**src/rtl/uart_rx_core.sv**
```systemverilog
module uart_rx_core #(
  parameter int OSR = 16
) (
  input  logic       clk,
  input  logic       rst_n,
  input  logic       tick,
  input  logic       rx_pin,
  input  logic       inv_rx,
  input  logic [1:0] len_code,
  input  logic       par_en,
  input  logic       par_even,
  input  logic       par_stick,
  input  logic       rs485_en,
  input  logic       aad_en,
  input  logic [7:0] match_val,
  input  logic       clr_pe,
  input  logic       clr_fe,
  input  logic       clr_bi,
  input  logic       clr_addr,
  output logic       out_valid,
  output logic [7:0] out_data,
  output logic       out_pe,
  output logic       out_fe,
  output logic       out_addr,
  output logic       out_match,
  output logic       pe_flag,
  output logic       fe_flag,
  output logic       bi_flag,
  output logic       addr_flag,
  output logic       ls_irq
);
  localparam int CW = $clog2(OSR);
  localparam int BW = $clog2(11 * OSR + 2);
  localparam logic [CW-1:0] MID  = CW'(OSR / 2 - 1);
  localparam logic [CW-1:0] LAST = CW'(OSR - 1);

  typedef enum logic [2:0] {S_IDLE, S_START, S_DATA, S_XBIT, S_STOP, S_HOLD} st_t;

  st_t           st;
  logic [1:0]    sy;
  logic          rx_s;
  logic [CW-1:0] sc;
  logic [3:0]    bn;
  logic [7:0]    sh;
  logic          xb;
  logic [BW-1:0] lc;

  logic [3:0]    nd;
  logic          xbit_on;
  logic [BW-1:0] lim;
  logic [7:0]    dat;
  logic          exp_par, emit, brk_hit;
  logic          pe_now, addr_now, match_now;

  assign rx_s     = sy[1];
  assign nd       = 4'd5 + {2'b00, len_code};
  assign xbit_on  = par_en | rs485_en;
  assign lim      = BW'((32'(nd) + 32'(xbit_on) + 32'd2) * 32'(OSR));
  assign dat      = sh >> (4'd8 - nd);
  assign exp_par  = par_stick ? ~par_even : (par_even ? ^dat : ~^dat);
  assign pe_now   = par_en & ~rs485_en & (xb != exp_par);
  assign addr_now = rs485_en & xb;
  assign match_now = addr_now & (dat == match_val);
  assign emit     = (st == S_STOP) & tick & (sc == LAST);
  assign brk_hit  = tick & ~rx_s & (lc == lim);
  assign ls_irq   = pe_flag | fe_flag | bi_flag;

  always_ff @(posedge clk or negedge rst_n) begin
    if (!rst_n) sy <= 2'b11;
    else        sy <= {sy[0], rx_pin ^ inv_rx};
  end

  always_ff @(posedge clk or negedge rst_n) begin
    if (!rst_n) begin
      st <= S_IDLE;
      sc <= '0;
      bn <= '0;
      sh <= '0;
      xb <= 1'b0;
    end else begin
      case (st)
        S_IDLE: if (!rx_s) begin st <= S_START; sc <= '0; end
        S_START: if (tick) begin
          if (sc == MID) begin
            st <= rx_s ? S_IDLE : S_DATA;
            sc <= '0;
            bn <= '0;
          end else sc <= sc + 1'b1;
        end
        S_DATA: if (tick) begin
          if (sc == LAST) begin
            sc <= '0;
            sh <= {rx_s, sh[7:1]};
            bn <= bn + 1'b1;
            if (bn == nd - 4'd1) st <= xbit_on ? S_XBIT : S_STOP;
          end else sc <= sc + 1'b1;
        end
        S_XBIT: if (tick) begin
          if (sc == LAST) begin sc <= '0; xb <= rx_s; st <= S_STOP; end
          else sc <= sc + 1'b1;
        end
        S_STOP: if (tick) begin
          if (sc == LAST) begin sc <= '0; st <= rx_s ? S_IDLE : S_HOLD; end
          else sc <= sc + 1'b1;
        end
        S_HOLD: if (rx_s) st <= S_IDLE;
        default: st <= S_IDLE;
      endcase
      if (brk_hit) st <= S_HOLD;
    end
  end

  always_ff @(posedge clk or negedge rst_n) begin
    if (!rst_n)               lc <= '0;
    else if (rx_s)            lc <= '0;
    else if (tick && lc <= lim) lc <= lc + 1'b1;
  end

  always_ff @(posedge clk or negedge rst_n) begin
    if (!rst_n) begin
      out_valid <= 1'b0;
      out_data  <= '0;
      out_pe    <= 1'b0;
      out_fe    <= 1'b0;
      out_addr  <= 1'b0;
      out_match <= 1'b0;
      pe_flag   <= 1'b0;
      fe_flag   <= 1'b0;
      bi_flag   <= 1'b0;
      addr_flag <= 1'b0;
    end else begin
      out_valid <= emit;
      if (emit) begin
        out_data  <= dat;
        out_pe    <= pe_now;
        out_fe    <= ~rx_s;
        out_addr  <= addr_now;
        out_match <= match_now;
      end
      pe_flag   <= (pe_flag & ~clr_pe) | (emit & pe_now);
      fe_flag   <= (fe_flag & ~clr_fe) | (emit & ~rx_s);
      bi_flag   <= (bi_flag & ~clr_bi) | brk_hit;
      addr_flag <= (addr_flag & ~clr_addr) | (emit & addr_now & (~aad_en | match_now));
    end
  end


  valid_pulse_chk: assert property (@(posedge clk) disable iff (!rst_n)
    out_valid |=> !out_valid);

  pe_sticky_chk: assert property (@(posedge clk) disable iff (!rst_n)
    (pe_flag && !clr_pe) |=> pe_flag);

  addr_sticky_chk: assert property (@(posedge clk) disable iff (!rst_n)
    (addr_flag && !clr_addr) |=> addr_flag);

  fe_rise_chk: assert property (@(posedge clk) disable iff (!rst_n)
    $rose(fe_flag) |-> (out_valid && out_fe));

  bi_low_chk: assert property (@(posedge clk) disable iff (!rst_n)
    $rose(bi_flag) |-> !$past(rx_s));

  no_par_in_addr_mode_chk: assert property (@(posedge clk) disable iff (!rst_n)
    (out_valid && rs485_en) |-> !out_pe);
endmodule

```
**config.mk**
```make
export PLATFORM = sky130hd
export DESIGN_NAME = uart_rx_core
export DESIGN_NICKNAME = d
export VERILOG_FILES = /design/src/rtl/uart_rx_core.sv
export SDC_FILE = /design/constraint.sdc
export NUM_CORES = 1
export LEC_CHECK = 0
export BUFFER_PORTS_ARGS = -buffer_cell sky130_fd_sc_hd__buf_4
export CORE_AREA = 2 2 81 83
export DETAILED_ROUTE_END_ITERATION = 10
export DIE_AREA = 0 0 83 85
export HOLD_SLACK_MARGIN = 0.05
export PLACE_DENSITY_LB_ADDON = 0.08
export SLEW_MARGIN = 40
export SYNTH_ARGS = -nofsm -noshare
export SYNTH_HDL_FRONTEND = slang
export SYNTH_SLANG_ARGS = --single-unit
```
**constraint.sdc**
```tcl
create_clock -name clk -period 5.8 [get_ports clk]
set_input_delay 0.87 -clock clk [delete_from_list [all_inputs] [get_ports clk]]
set_output_delay 0.87 -clock clk [all_outputs]
set_load 0.03 [all_outputs]
```
==> flow_summary.ini, run 1 <==
[layout]
layout.cells.non_filler = 409
fin_nets = 368
antenna-diode-count = 0
area_growth_pct = 17.0
fill_cells = 606
drive_gt1_share_pct = 22.9

[worst_setup_path]
r2r_start = sc[1]
start_kind = primary input
critPathKind = primary input to flop
critPathMaxStageDelay_ps = 500
crit_required_ps = 5980
slowest_stage = ha_1
cp-end-kind = flop
arrival_ps = 3650
crit_path_max_fanout = 16
crit_top_cell = ha_1
worstPathCellList = buf_4 -> inv_1 -> ha_1 -> inv_1 -> ha_1 -> ha_1 -> nor2b_1 -> o21a_1 -> o21ai_0 -> a31oi_2 -> nor4bb_1 -> xnor2_1 -> nor2_1
cp-startpoint = len_code[0]

[logic_synthesis]
synth_cell_type_count = 43
synth_edf_count = 0
synth_seq_cells = 47
syn_area_per_cell_um2 = 9.55
syn-cell-area_um2 = 2810
ys_seq_area_share_pct = 42.0
postSynth.asyncResetShare_pct = 100
synth_cells = 294
ys.flop_type = dfrtp_1
synth_nets = 331
yosys_warnings = 0

[floorplanning]
core_area_um2 = 6200
die_area_um2 = 7060
die_h_um = 85
rows = 29
initial_utilization_pct = 45.3
pin_count = 42
dieWidth_um = 83

[job]
drv_cap = 0

[placement]
portBuffers = 41
gp_congestion = 0.749
dp_cells = 401
dp_slack_ps = 1990
dp_hpwl_mm = 4.14

[drt]
drc = 0
drtIter0Drc = 59
wirelength_mm = 5.66
vias = 2185
post_drt_wl_per_cell_um = 13.8
drtAntennaViolNets = 0
drtPass1Iterations = 4
avgViaCountPerCell = 5.34

[timing]
final.setup_skew_ps = 5.55
setup_viol = 0
fin_crit_sh_pct = 59.8
drv_slew = 0
slew-limit-headroom_pct = 58.0
worst_slack_ps = 2330
clock.fmax_mhz = 288
tightest_slew_ps = 628
finalHoldViolCount = 0
finalSetupTns_ps = 0
fin_crit_ps = 3470
rsz0062_at_grt = false

[hold_path]
hp-class = flop to flop
hp-start = sy[0]

[clocking]
cts_tree = done
post_cts_resized = 0
cts_max_path_buffers = 2
cts_setup_buffers = 0
worstSkewPairLatency_ps = 300
cts_buffers = 5
hold_buffers = 0
clock_sinks = 47
clk_pin_slew_ps = 80
htree_levels = 2
root_buffer = clkbuf_8

[global_routing]
grt_pass1_wl_mm = 10.0
grtUsageTotal_pct = 17.1
grt_max_degree = 48
grt_pass1_vias = 2134
gr-total-overflow = 0
antenna_found_initial = 0

[pwr]
powerDensity_nw_per_um2 = 274
leakagePower_nw = 1.53
peakVddDrop_mv = 0.206

[run_status]
status = finished, final reports clean
[power by group]
group	switching (W)	internal [W]
Combinational	0.000140	0.000133
Clock	0.000107	0.000109
Sequential	0.0000530	0.000357
[worst max-delay path, delay by kind of cell]
family	cells	cell delay, ps
buffers and inverters	3	360
XOR/XNOR	1	160
AO/OA/AOI/OAI	3	600
adder cells (fa/ha/maj)	3	1080
AND/OR/NAND/NOR	3	560
[registers in the layout, indices dropped and copies added, names as in the netlist]
name	cells
st	3
bi_flag	1
sy	2
out_fe	1
lc	8
sh	8
out_pe	1
pe_flag	1
bn	4
out_data	8
out_addr	1
out_match	1
xb	1
sc	4
addr_flag	1
out_valid	1
fe_flag	1
[layer usage]
metal | wire length (µm) | GRT usage, % | share of wire [%] | vias up
met4 | 65 | 4.47 | 1.1 | 0
met2 | 2720 | 29.2 | 48 | 35
li1 | - | - | - | 1110
met3 | 212 | 3.89 | 3.7 | 7
met5 | 0 | 0 | 0 | -
met1 | 2670 | 22.2 | 47 | 1033
[cell type report]
type                       instances  area [µm²]  share of cell area, %
clock buffer                       8         100                   3.05
sequential                        47        1180                   35.9
tap                               77        96.3                   2.93
inverter                          17        63.8                   1.94
multi-input combinational        218        1530                   46.6
timing repair buffer              42         315                   9.60
[logic make-up (layout without fill, tap and decap cells)]
family	count (synthesis)	count (layout)	synth area share [%]
adder cells (fa/ha/maj)	13	13	5.79
XOR/XNOR	27	27	9.94
multiplexers	20	20	7.80
flip-flops	47	47	42.0
AO/OA/AOI/OAI	49	49	10.4
buffers and inverters	29	67	3.97
AND/OR/NAND/NOR	109	109	20.1
[worst paths after layout]
path                            to  slack, ps  cells after the start
max in group asynchronous  fe_flag       4830                      1
min reg2reg                  sy[1]        360                      0
max                          lc[7]       2330                     13
min                          sy[1]        360                      0
max reg2reg                pe_flag       3320                      8
min in group asynchronous    sh[2]        570                      1
[synth_stat cells (all sizes together), types with 3 or more instances]
cell type  number  area, µm²
xnor2          13        121
nand3          12       60.1
mux2           15        169
or2             3       18.8
buf             3       13.8
o22ai          11       68.8
nor4            3       18.8
o21ai          17       85.1
a21oi           9       45.0
xor2           12        113
nand3b          3       22.5
clkbuf          9       33.8
dfrtp          45       1130
nor2b           5       31.3
ha             13        163
mux2i           5       50.1
o221ai          3       26.3
nand2          28        105
nand2b          4       25.0
nor2           22       82.6
inv            17       63.8
nand4           4       25.0
a31oi           4       25.0
or3             8       50.1
nor3            6       30.0
[placed cells by master, fill, tap and decap left out, drive strengths merged, types with 2 or more instances in the layout]
master	n
or2b	2
or4	2
o21ai	17
mux2	15
buf	42
nor4	3
a21oi	9
and3	2
xnor3	2
xnor2	13
nand3	12
clkbuf	8
nor2b	5
inv	17
ha	13
nand2	28
nand4b	2
mux2i	5
dfrtp	45
o221ai	3
o22ai	11
nand4	4
nor3	6
nand2b	4
or2	3
nor2	22
dfstp	2
a31oi	4
xor2	12
or3	8
nand3b	3
[stage by stage]
stage,utilization (%),cell area [µm²],power (W),hold slack [ps]
2_1_floorplan,-,2810,0.000623,345
3_3_place_gp,51.2,3180,0.000688,346
3_5_place_dp,51.2,3180,0.000692,347
4_1_cts,52.8,3280,0.000913,361
5_1_grt,52.9,3280,0.000970,373
6_report,52.9,3280,0.000899,359
Note: power is estimated with default switching activity, not from simulation.
==> run 2: changes to the inputs <==
==> constraint.sdc (replaced) <==
create_clock -name clk -period 3.5 [get_ports clk]
set_input_delay 0.525 -clock clk [delete_from_list [all_inputs] [get_ports clk]]
set_output_delay 0.525 -clock clk [all_outputs]
set_load 0.03 [all_outputs]
==> run 2 against run 1 <==
Effect of this change: combinational power increased by 65%; wire length increased by 0.67%; critical path depth increased by 1; utilization increased by 0.14 points; non-clock buffer count increased by 2; first-iteration DRC count increased by 15%; sequential power increased by 65%; critical endpoint unchanged; largest power group unchanged; highest routed layer unchanged.
==> flow_summary.ini, run 2 (synthesis gave the netlist of run 1 again) <==
[timing]
drv_slew = 0
tightest_slew_ps = 690
fin_crit_ps = 2880
setup_viol = 0
slew-limit-headroom_pct = 53.8
worst_slack_ps = 623
finalSetupTns_ps = 0
final.setup_skew_ps = 5.69
clock.fmax_mhz = 348
fin_crit_sh_pct = 82.2
hold_ws_ps = 238
rsz0062_at_grt = false
finalHoldViolCount = 0

[placement]
portBuffers = 41
gp_congestion = 0.781
placed_cell_area_um2 = 3190
dp_slack_ps = 320
dp_hpwl_mm = 4.24

[worst_setup_path]
cp-end-kind = flop
crit_required_ps = 3670
arrival_ps = 3050
critPathKind = primary input to flop
crit_path_max_fanout = 9
start_kind = primary input

[layout]
drive_gt1_share_pct = 23.1
area_growth_pct = 17.3
antenna-diode-count = 0
mostFrequentLayoutCell = dfrtp_1
final_area_um2 = 3290
final_cell_mix = dfrtp_1 (45), buf_4 (44), nand2_1 (28)
reg_top3 = lc x8, out_data x8, sh x8
fin_nets = 370
utilization_pct = 53.1

[drt]
drtAntennaViolNets = 0
drtPass1Iterations = 6
wirelength_mm = 5.70
avgViaCountPerCell = 5.39
drc = 0
vias = 2214
drtIter0Drc = 68
post_drt_wl_per_cell_um = 13.9

[clocking]
clock_sinks = 47
cts_max_path_buffers = 2
hold_buffers = 0
worstSkewPairLatency_ps = 290
root_buffer = clkbuf_8
cts_buffers = 5
htree_levels = 2
cts_tree = done
cts_setup_buffers = 0
clk_pin_slew_ps = 80
post_cts_resized = 0

[global_routing]
antenna_found_initial = 0
grt_pass1_vias = 2144
grt_pass1_wl_mm = 9.99
gr-total-overflow = 0
grtUsageTotal_pct = 17.1
grt_max_degree = 48

[pwr]
clkPwrFrac_pct = 23.7
power_frac_seq_pct = 45.7
leakagePower_nw = 1.54
peakVddDrop_mv = 0.326
p_int_w = 0.000995
switching_share_pct = 32.9
powerDensity_nw_per_um2 = 450
netSwitchingPower_w = 0.000488
comb_power_share_pct = 30.6

[floorplanning]
core_area_um2 = 6200
initial_utilization_pct = 45.3
die_area_um2 = 7060
rows = 29
pin_count = 42
dieWidth_um = 83
die_h_um = 85

[job]
drv_cap = 0

[run_status]
status = finished, final reports clean

[hold_path]
hp-class = primary input to asynchronous set/reset pin
## run 2: per-stage QoR
step | instances | power [W]
6_report | 411 | 0.00148
5_1_grt | 411 | 0.00159
4_1_cts | 411 | 0.00150
3_5_place_dp | 403 | 0.00114
3_3_place_gp | 403 | 0.00114
2_1_floorplan | 294 | 0.00103
## run 2: area by class of cell
| class | instances | area [µm²] |
|---|---|---|
| well taps | 77 | 96.3 |
| flip-flops and latches | 47 | 1180 |
| inverters | 17 | 63.8 |
| fillers | 596 | 2910 |
| clock buffers | 8 | 100 |
| repair buffers | 44 | 330 |
| multi-input cells | 218 | 1520 |
## run 2: per-layer routing
metal  GRT usage, %  wire (µm)
met3           2.92        188
met1           21.1       2490
met2           30.8       2940
met5              0          0
met4           4.92         77
## run 2: path summary, 6_finish.rpt
kind	endpoint	slack [ps]	startpoint	cells past startpoint
setup / recovery	lc[7]	620	par_en	14
hold / removal	sh[2]	240	rst_n	1
setup reg to reg	lc[7]	1320	lc[5]	8
hold reg to reg	sy[1]	360	sy[0]	0
max in group asynchronous	out_data[6]	2870	rst_n	1
min in group clk	sy[1]	360	sy[0]	0
## run 2: power groups by stage
stage               Sequential, W  Clock, W  Combinational, W
finish                   0.000678  0.000351          0.000453
global route             0.000689  0.000393          0.000513
CTS                      0.000677  0.000368          0.000459
detailed placement       0.000690         0          0.000455
global placement         0.000690         0          0.000450
floorplan                0.000638         0          0.000395
## run 2: critical path, stage by stage
cell      delay, ps
buf_4           110
nor2_1          230
inv_1           100
ha_1            200
inv_1            60
ha_1            220
ha_1            290
nor2b_1         140
o21a_1          160
o21ai_0         150
a31oi_1         270
nor4bb_1        390
xnor2_1         160
nor2_1           50
